--- config.mk ---
export PLATFORM = sky130hd
export DESIGN_NAME = samp_lock
export DESIGN_NICKNAME = d
export VERILOG_FILES = /design/src/rtl/slk_pkg.sv /design/src/rtl/slk_sync.sv /design/src/rtl/slk_timer.sv /design/src/rtl/slk_servo.sv /design/src/rtl/slk_frame.sv /design/src/rtl/samp_lock.sv
export SDC_FILE = /design/constraint.sdc
export NUM_CORES = 1
export LEC_CHECK = 0
export BUFFER_PORTS_ARGS = -buffer_cell sky130_fd_sc_hd__buf_2
export CORE_UTILIZATION = 40
export CTS_BUF_LIST = sky130_fd_sc_hd__clkbuf_8
export DETAILED_ROUTE_END_ITERATION = 10
export PLACE_DENSITY = 0.63
export SETUP_SLACK_MARGIN = 0.02
export SYNTH_ARGS = -nofsm -noshare
export SYNTH_HDL_FRONTEND = slang
export SYNTH_SLANG_ARGS = --single-unit
--- constraint.sdc ---
create_clock -name clk_i -period 15.4 [get_ports clk_i]
set_clock_uncertainty 0.1 [all_clocks]
set_input_delay 0.77 -clock clk_i [delete_from_list [all_inputs] [get_ports clk_i]]
set_output_delay 0.77 -clock clk_i [all_outputs]
set_load 0.05 [all_outputs]
--- src/rtl/slk_pkg.sv ---
package slk_pkg;

  localparam int unsigned FRAME_LEN = 128;
  localparam int unsigned IDX_W     = $clog2(FRAME_LEN);
  localparam int unsigned CNT_W     = IDX_W + 2;

  typedef enum logic [1:0] {
    ADJ_HOLD = 2'd0,
    ADJ_UP   = 2'd1,
    ADJ_DOWN = 2'd2
  } adj_e;

  function automatic adj_e judge_count(input logic [CNT_W-1:0] n);
    if (n > CNT_W'(FRAME_LEN))      return ADJ_UP;
    else if (n < CNT_W'(FRAME_LEN)) return ADJ_DOWN;
    else                            return ADJ_HOLD;
  endfunction

endpackage

--- src/rtl/slk_sync.sv ---
module slk_sync #(
  parameter int unsigned STAGES = 2,
  parameter int unsigned DECIM  = 8
) (
  input  logic clk_i,
  input  logic rst_ni,
  input  logic decim_i,
  input  logic sync_i,
  output logic bnd_o
);
  localparam int unsigned DW = (DECIM > 1) ? $clog2(DECIM) : 1;

  logic [STAGES:0] sh_q;
  logic [DW-1:0]   ev_cnt_q;
  logic            ev;

  always_ff @(posedge clk_i) begin
    if (!rst_ni) sh_q <= '0;
    else         sh_q <= {sh_q[STAGES-1:0], sync_i};
  end

  assign ev    = sh_q[STAGES-1] & ~sh_q[STAGES];
  assign bnd_o = ev & (!decim_i || (ev_cnt_q == DW'(DECIM - 1)));

  always_ff @(posedge clk_i) begin
    if (!rst_ni) begin
      ev_cnt_q <= '0;
    end else if (ev) begin
      if (!decim_i || ev_cnt_q == DW'(DECIM - 1)) ev_cnt_q <= '0;
      else                                        ev_cnt_q <= ev_cnt_q + 1'b1;
    end
  end

  // two sync events are at least two cycles apart
  a_r10_event_spacing: assert property (@(posedge clk_i) disable iff (!rst_ni)
    ev |=> !ev);

endmodule

--- src/rtl/slk_timer.sv ---
module slk_timer #(
  parameter int unsigned PER_W      = 16,
  parameter int unsigned DEF_PERIOD = 16276,
  parameter int unsigned DECIM      = 8
) (
  input  logic             clk_i,
  input  logic             rst_ni,
  input  logic             decim_i,
  input  logic [PER_W-1:0] period_i,
  output logic             conv_o
);
  logic             tick;
  logic [PER_W-1:0] cnt_q;
  logic [PER_W-1:0] active_q;

  generate
    if (DECIM > 1) begin : g_pre
      localparam int unsigned PW = $clog2(DECIM);
      logic [PW-1:0] pre_q;
      always_ff @(posedge clk_i) begin
        if (!rst_ni)                    pre_q <= '0;
        else if (pre_q == PW'(DECIM-1)) pre_q <= '0;
        else                            pre_q <= pre_q + 1'b1;
      end
      assign tick = !decim_i || (pre_q == PW'(DECIM - 1));
    end else begin : g_nopre
      assign tick = 1'b1;
    end
  endgenerate

  always_ff @(posedge clk_i) begin
    if (!rst_ni) begin
      cnt_q    <= '0;
      active_q <= PER_W'(DEF_PERIOD);
      conv_o   <= 1'b0;
    end else if (tick) begin
      if (cnt_q == active_q - PER_W'(1)) begin
        cnt_q    <= '0;
        active_q <= period_i;
        conv_o   <= 1'b1;
      end else begin
        cnt_q  <= cnt_q + 1'b1;
        conv_o <= 1'b0;
      end
    end else begin
      conv_o <= 1'b0;
    end
  end

  // strobe is one cycle wide
  a_r2_single_strobe: assert property (@(posedge clk_i) disable iff (!rst_ni)
    conv_o |=> !conv_o);

  // loaded interval only changes when the timer wraps
  a_r3_load_on_wrap: assert property (@(posedge clk_i) disable iff (!rst_ni)
    !$stable(active_q) |-> conv_o);

endmodule

--- src/rtl/slk_servo.sv ---
module slk_servo
  import slk_pkg::*;
#(
  parameter int unsigned PER_W      = 16,
  parameter int unsigned DEF_PERIOD = 16276,
  parameter int unsigned MIN_PERIOD = 8000,
  parameter int unsigned MAX_PERIOD = 30000
) (
  input  logic             clk_i,
  input  logic             rst_ni,
  input  logic             bnd_i,
  input  logic [CNT_W-1:0] count_i,
  output logic [PER_W-1:0] period_o
);
  logic [PER_W-1:0] period_q;
  adj_e             adj;

  assign adj      = judge_count(count_i);
  assign period_o = period_q;

  always_ff @(posedge clk_i) begin
    if (!rst_ni) begin
      period_q <= PER_W'(DEF_PERIOD);
    end else if (bnd_i) begin
      unique case (adj)
        ADJ_UP:   if (period_q < PER_W'(MAX_PERIOD)) period_q <= period_q + 1'b1;
        ADJ_DOWN: if (period_q > PER_W'(MIN_PERIOD)) period_q <= period_q - 1'b1;
        default:  period_q <= period_q;
      endcase
    end
  end

  // period stays inside its limits
  a_r5_period_bounds: assert property (@(posedge clk_i) disable iff (!rst_ni)
    (period_q >= PER_W'(MIN_PERIOD)) && (period_q <= PER_W'(MAX_PERIOD)));

  // period moves by exactly one step
  a_r4_unit_step: assert property (@(posedge clk_i) disable iff (!rst_ni)
    !$stable(period_q) |->
      (period_q == $past(period_q) + PER_W'(1)) || (period_q == $past(period_q) - PER_W'(1)));

  // period moves only at a frame boundary
  a_r4_moves_at_boundary: assert property (@(posedge clk_i) disable iff (!rst_ni)
    !$stable(period_q) |-> $past(bnd_i));

endmodule

--- src/rtl/slk_frame.sv ---
module slk_frame
  import slk_pkg::*;
#(
  parameter int unsigned ADC_W   = 10,
  parameter int unsigned OFS_DEF = 512
) (
  input  logic                    clk_i,
  input  logic                    rst_ni,
  input  logic                    conv_i,
  input  logic                    bnd_i,
  input  logic                    adc_valid_i,
  input  logic [ADC_W-1:0]        adc_data_i,
  output logic                    buf_we_o,
  output logic [IDX_W-1:0]        buf_addr_o,
  output logic signed [ADC_W:0]   buf_data_o,
  output logic                    frame_ready_o,
  output logic [CNT_W-1:0]        count_o
);
  localparam int unsigned SMP_W = ADC_W + 1;
  localparam int unsigned SUM_W = SMP_W + IDX_W + 1;

  logic [CNT_W-1:0]        idx_q;
  logic                    pend_q;
  logic [IDX_W-1:0]        pend_addr_q;
  logic [IDX_W:0]          wr_q;
  logic signed [SUM_W-1:0] sum_q;
  logic [ADC_W-1:0]        ofs_q;

  logic signed [SMP_W-1:0] smp;
  logic signed [SUM_W-1:0] smp_ext;
  logic signed [SUM_W-1:0] dc_now;
  logic [IDX_W:0]          wr_next;
  logic                    we_now;
  logic                    full;

  assign smp     = $signed({1'b0, adc_data_i}) - $signed({1'b0, ofs_q});
  assign smp_ext = $signed({{(SUM_W-SMP_W){smp[SMP_W-1]}}, smp});
  assign we_now  = adc_valid_i & pend_q;
  assign wr_next = wr_q + (IDX_W+1)'(we_now);
  assign dc_now  = we_now ? (sum_q + smp_ext) : sum_q;
  assign full    = (wr_next == (IDX_W+1)'(FRAME_LEN));
  assign count_o = idx_q;

  always_ff @(posedge clk_i) begin
    if (!rst_ni) begin
      buf_we_o   <= 1'b0;
      buf_addr_o <= '0;
      buf_data_o <= '0;
    end else begin
      buf_we_o <= we_now;
      if (we_now) begin
        buf_addr_o <= pend_addr_q;
        buf_data_o <= smp;
      end
    end
  end

  always_ff @(posedge clk_i) begin
    if (!rst_ni) begin
      idx_q         <= '0;
      pend_q        <= 1'b0;
      pend_addr_q   <= '0;
      wr_q          <= '0;
      sum_q         <= '0;
      ofs_q         <= ADC_W'(OFS_DEF);
      frame_ready_o <= 1'b0;
    end else if (bnd_i) begin
      frame_ready_o <= full;
      if (full) begin
        if (dc_now > 0 && ofs_q != '1)      ofs_q <= ofs_q + 1'b1;
        else if (dc_now < 0 && ofs_q != '0) ofs_q <= ofs_q - 1'b1;
      end
      sum_q       <= '0;
      wr_q        <= '0;
      pend_addr_q <= '0;
      pend_q      <= conv_i;
      idx_q       <= conv_i ? CNT_W'(1) : '0;
    end else begin
      frame_ready_o <= 1'b0;
      sum_q         <= dc_now;
      wr_q          <= wr_next;
      if (we_now) pend_q <= 1'b0;
      if (conv_i) begin
        if (idx_q != '1) idx_q <= idx_q + 1'b1;
        if (idx_q < CNT_W'(FRAME_LEN)) begin
          pend_q      <= 1'b1;
          pend_addr_q <= idx_q[IDX_W-1:0];
        end
      end
    end
  end

  // ready is a single-cycle pulse
  a_r7_ready_pulse: assert property (@(posedge clk_i) disable iff (!rst_ni)
    frame_ready_o |=> !frame_ready_o);

  // offset only moves when a full frame closes
  a_r8_offset_on_ready: assert property (@(posedge clk_i) disable iff (!rst_ni)
    !$stable(ofs_q) |-> frame_ready_o);

  // no more than one frame's worth of writes
  a_r6_write_budget: assert property (@(posedge clk_i) disable iff (!rst_ni)
    wr_q <= (IDX_W+1)'(FRAME_LEN));

endmodule

--- src/rtl/samp_lock.sv ---
module samp_lock
  import slk_pkg::*;
#(
  parameter int unsigned ADC_W      = 10,
  parameter int unsigned PER_W      = 16,
  parameter int unsigned DEF_PERIOD = 16276,
  parameter int unsigned MIN_PERIOD = 8000,
  parameter int unsigned MAX_PERIOD = 30000,
  parameter int unsigned OFS_DEF    = 512,
  parameter int unsigned DECIM      = 8
) (
  input  logic                  clk_i,
  input  logic                  rst_ni,
  input  logic                  decim_i,
  input  logic                  sync_i,
  input  logic                  adc_valid_i,
  input  logic [ADC_W-1:0]      adc_data_i,
  output logic                  conv_o,
  output logic                  buf_we_o,
  output logic [6:0]            buf_addr_o,
  output logic signed [ADC_W:0] buf_data_o,
  output logic                  frame_ready_o,
  output logic [PER_W-1:0]      period_o
);
  logic             bnd;
  logic [CNT_W-1:0] count;

  slk_sync #(.STAGES(2), .DECIM(DECIM)) u_sync (
    .clk_i(clk_i), .rst_ni(rst_ni), .decim_i(decim_i),
    .sync_i(sync_i), .bnd_o(bnd)
  );

  slk_timer #(.PER_W(PER_W), .DEF_PERIOD(DEF_PERIOD), .DECIM(DECIM)) u_timer (
    .clk_i(clk_i), .rst_ni(rst_ni), .decim_i(decim_i),
    .period_i(period_o), .conv_o(conv_o)
  );

  slk_servo #(.PER_W(PER_W), .DEF_PERIOD(DEF_PERIOD),
              .MIN_PERIOD(MIN_PERIOD), .MAX_PERIOD(MAX_PERIOD)) u_servo (
    .clk_i(clk_i), .rst_ni(rst_ni), .bnd_i(bnd),
    .count_i(count), .period_o(period_o)
  );

  slk_frame #(.ADC_W(ADC_W), .OFS_DEF(OFS_DEF)) u_frame (
    .clk_i(clk_i), .rst_ni(rst_ni), .conv_i(conv_o), .bnd_i(bnd),
    .adc_valid_i(adc_valid_i), .adc_data_i(adc_data_i),
    .buf_we_o(buf_we_o), .buf_addr_o(buf_addr_o), .buf_data_o(buf_data_o),
    .frame_ready_o(frame_ready_o), .count_o(count)
  );

endmodule

==> metrics.md <==
| Metric | Value |
|---|---|
| Hold crit path type | `register to register` |
| CTS tree | `done` |
| First element of the critical path | `u_frame.ofs_q[1]` |
| Clock period minus worst slack | `around 7700 ps` |
| # IOs | `52` |
| Share of post-route cells with drive strength above 1 | `just under 10%` |
| Placed Cells | `~1300` |
| Max_cap viols | `0` |
| First-pass iteration count of the detailed router | `4` |
| Via count of the first global-routing pass | `roughly 6400` |
| Most used flip-flop cell after synthesis | `sky130_fd_sc_hd__dfxtp_1` |
| Sum of negative setup slack | `0 ps` |
| Wire length of the first global-routing pass | `~31000 µm` |
| Deepest level of the CTS H-tree | `4` |
| Layout-stage area growth over the synthesis result | `11.3%` |
| Std-Cell Rows | `51` |
| Timing-limited maximum frequency | `0.130 GHz` |
| Remaining Overflow, GRT | `0` |
| Number of I/O port buffers | `51` |
| Final weighted congestion in routability-driven placement | `0.873` |
| Launch instance of the worst register-to-register path | `u_frame.ofs_q[1]` |
| Area enclosed by the die boundary | `roughly 21000 µm²` |
| Headroom to the max-slew limit | `about 17%` |
| Die Span Y | `about 140 µm` |
| Most frequent cell on the critical path | `sky130_fd_sc_hd__o21ai_0` |
| Hold Violations, Final | `0` |
| Hold Crit Depth | `1` |
| Detailed router's first-iteration violation count | `approximately 330` |
| Final Non-Filler Cells | `1295` |
| Starting Density | `between 40% and 50%` |
| Routed WL | `~19000 µm` |
| Average detailed-routed wire length per instance | `around 14 µm` |
| Final period util | `approximately half` |
| Maximum fanout along the worst path | `9` |
| Cell accounting for the most synthesized area | `sky130_fd_sc_hd__dfxtp_1` |
| Worst hold path startpoint | `u_timer.g_pre.pre_q[0]` |
| Via-to-Cell Ratio | `5.28` |
| Master cell of the clock root buffer | `sky130_fd_sc_hd__clkbuf_8` |
| Vias after detailed routing | `approximately 6800` |
| Number of synthesized flops with an enable pin | `0` |
| LEAKAGE | `roughly 0.0036 µW` |
| Crit path arrival time | `just under 8000 ps` |
| Post-DP HPWL | `between 10000 and 15000 µm` |
| Count of nets after finishing | `1099` |
| Area share of the leading cell type in the synthesized netlist | `32.9%` |
| Core outline area | `around 20000 µm²` |
| Part of the Yosys area used for sequential elements | `32.9%` |
| Gate count of the mapped netlist | `around 980` |
| Number of buffers added by the clock tree synthesis step | `17` |
| Clock buffer depth | `2` |
| Required @ worst endpoint | `between 15000 and 20000 ps` |
| Pin count of the biggest net entering global routing | `50` |
| Actual slew at the worst max-slew pin | `~1200 ps` |
| Count of unique library cells instantiated by Yosys | `67` |
| Startpoint types | `register` |
| Post-Syn Nets | `between 1000 and 1500` |
| Critical-path top delay cell | `sky130_fd_sc_hd__dfxtp_1` |
| Endpoint type of the worst setup path | `register` |
| Filler Cell Count | `1959` |
| Slew Limit Fails | `0` |
| Die span in x | `between 100 and 150 µm` |
| Clock sinks | `approximately 130` |
| Delay of the slowest cell on the worst path | `around 470 ps` |
| Number of antenna violations at the first check in global routing | `0` |
| Global routing usage summed across all routing layers | `19.2%` |
| CTS-repair resized insts | `0` |
| Clock network latency to the later pin of the worst-skew pair | `450 ps` |
| Post-CTS Hold Buffers | `0` |
| Final setup vio count | `0` |
| Per-instance average area after synthesis | `a little over 8 µm²` |
| Antenna Nets Post-Route | `0` |
| Fraction of registers with async set/reset | `0%` |
| Classification of the worst setup path | `register to register` |
| Result of the run | `finished, final reports clean` |
| Power density normalized to cell area | `80.6 nW/µm²` |
| Count of antenna diodes in the layout | `0` |
| Post-synth design cell area | `roughly 8000 µm²` |
| Synth top area cells | `sky130_fd_sc_hd__dfxtp_1, sky130_fd_sc_hd__ha_1, sky130_fd_sc_hd__nand2_1` |
| Clock transition at the register clock pins on the worst setup and hold paths after CTS | `approximately 80 ps` |
| Unrepaired setup endpoints after global routing | `false` |
| Count of yosys warnings during synthesis | `0` |
| FF-to-FF path depth | `33` |
| Residual DRC | `0` |
| IR Drop Worst-Case VDD | `0.0465 mV` |
| Count of state elements after synthesis | `approximately 130` |
| Setup repair bufs after CTS | `0` |
==> state kept, by name (all words and copies together), names as in the netlist <==
register               cells
u_frame.sum_q             19
u_servo.period_o          16
u_timer.active_q          16
u_timer.cnt_q             16
u_frame.buf_data_o        11
u_frame.ofs_q             10
u_frame.count_o            9
u_frame.wr_q               8
u_frame.buf_addr_o         7
u_frame.pend_addr_q        7
u_sync.ev_cnt_q            3
u_sync.sh_q                3
u_timer.g_pre.pre_q        3
u_frame.buf_we_o           1
u_frame.frame_ready_o      1
u_frame.pend_q             1
u_timer.conv_o             1
==> per-layer routing <==
metal / global-route usage [%] / share of wire (%) / up-vias
met5: 0 / 0 / -
met4: 6.55 / 2.0 / 0
met3: 4.10 / 3.4 / 24
met2: 32.0 / 47 / 117
met1: 24.3 / 48 / 3147
li1: - / - / 3547
==> where the power goes <==
part	switching (µW)	internal (µW)	leakage, µW
clock network	144	180	0.000220
registers	1.81	343	0.00107
logic	33.3	18.1	0.00236
==> stage by stage <==
| step | utilization [%] | worst slack, ps | power, µW | hold WS [ps] | cell area [µm²] |
|---|---|---|---|---|---|
| floorplan | - | 8320 | 391 | 308 | 8020 |
| global placement | 43.4 | 7660 | 403 | 325 | 8500 |
| detailed placement | 43.4 | 7520 | 404 | 332 | 8500 |
| CTS | 45.6 | 7800 | 727 | 343 | 8930 |
| finish | 45.6 | 7730 | 720 | 343 | 8930 |
| global route | 45.6 | 7040 | 749 | 365 | 8930 |
==> placed cells by master, fill, tap and decap left out, types with 18 or more instances in the layout <==
cell type                  synthesis  layout
sky130_fd_sc_hd__a21oi_1          62      61
sky130_fd_sc_hd__buf_2             4      51
sky130_fd_sc_hd__clkbuf_8          0      18
sky130_fd_sc_hd__dfxtp_1         132     132
sky130_fd_sc_hd__ha_1             62      62
sky130_fd_sc_hd__inv_1            41      41
sky130_fd_sc_hd__mux2i_1          36      36
sky130_fd_sc_hd__nand2_1         120     120
sky130_fd_sc_hd__nand3_1          20      20
sky130_fd_sc_hd__nor2_1          107     107
sky130_fd_sc_hd__nor2b_1          18      18
sky130_fd_sc_hd__nor3_1           23      23
sky130_fd_sc_hd__o21ai_0          39      39
sky130_fd_sc_hd__xnor2_1          42      42
sky130_fd_sc_hd__xor2_1           37      37
==> final cells by class <==
cell class,count,area (µm²),area share (%)
multi-input cells,770,5080,56.8
inverters,41,154,1.72
clock buffers,18,248,2.77
repair buffers,56,293,3.28
clock inverters,13,185,2.07
well taps,265,332,3.71
flip-flops and latches,132,2640,29.6
==> Yosys cell counts, drive strengths merged, types with 18 or more instances <==
cell	instances
o21ai	40
nand3	20
a21oi	62
xor2	37
nor2	107
ha	62
inv	41
clkbuf	25
dfxtp	132
mux2i	36
nor2b	18
nor3	24
xnor2	42
nand2	121
==> critical path: cells and delay by family (launching register included) <==
family	cells	cell delay (ps)
compound gates	18	3540
xor+xnor	1	170
fa+ha+maj	3	870
buf+inv	1	120
flops	1	470
mux	1	350
simple gates	9	1930
==> path summary, 6_finish.rpt <==
path         slack, ps                endpoint
max reg2reg       7730        u_frame.ofs_q[9]
min                340  u_timer.g_pre.pre_q[0]
max               7730        u_frame.ofs_q[9]
min reg2reg        340  u_timer.g_pre.pre_q[0]
==> logic make-up (layout without fill, tap and decap cells) <==
group	count (synthesis)	count (layout)	share of synthesized area, %
xor gates and xnor gates	79	79	8.63
muxes	37	37	4.63
DFF	132	132	32.9
buffers and inverters	77	128	3.81
and+or+nand+nor	385	385	23.0
AOI/OAI and AO/OA	203	203	16.3
adders and majority gates	66	66	10.7
Power figures use the tool's default switching activity.
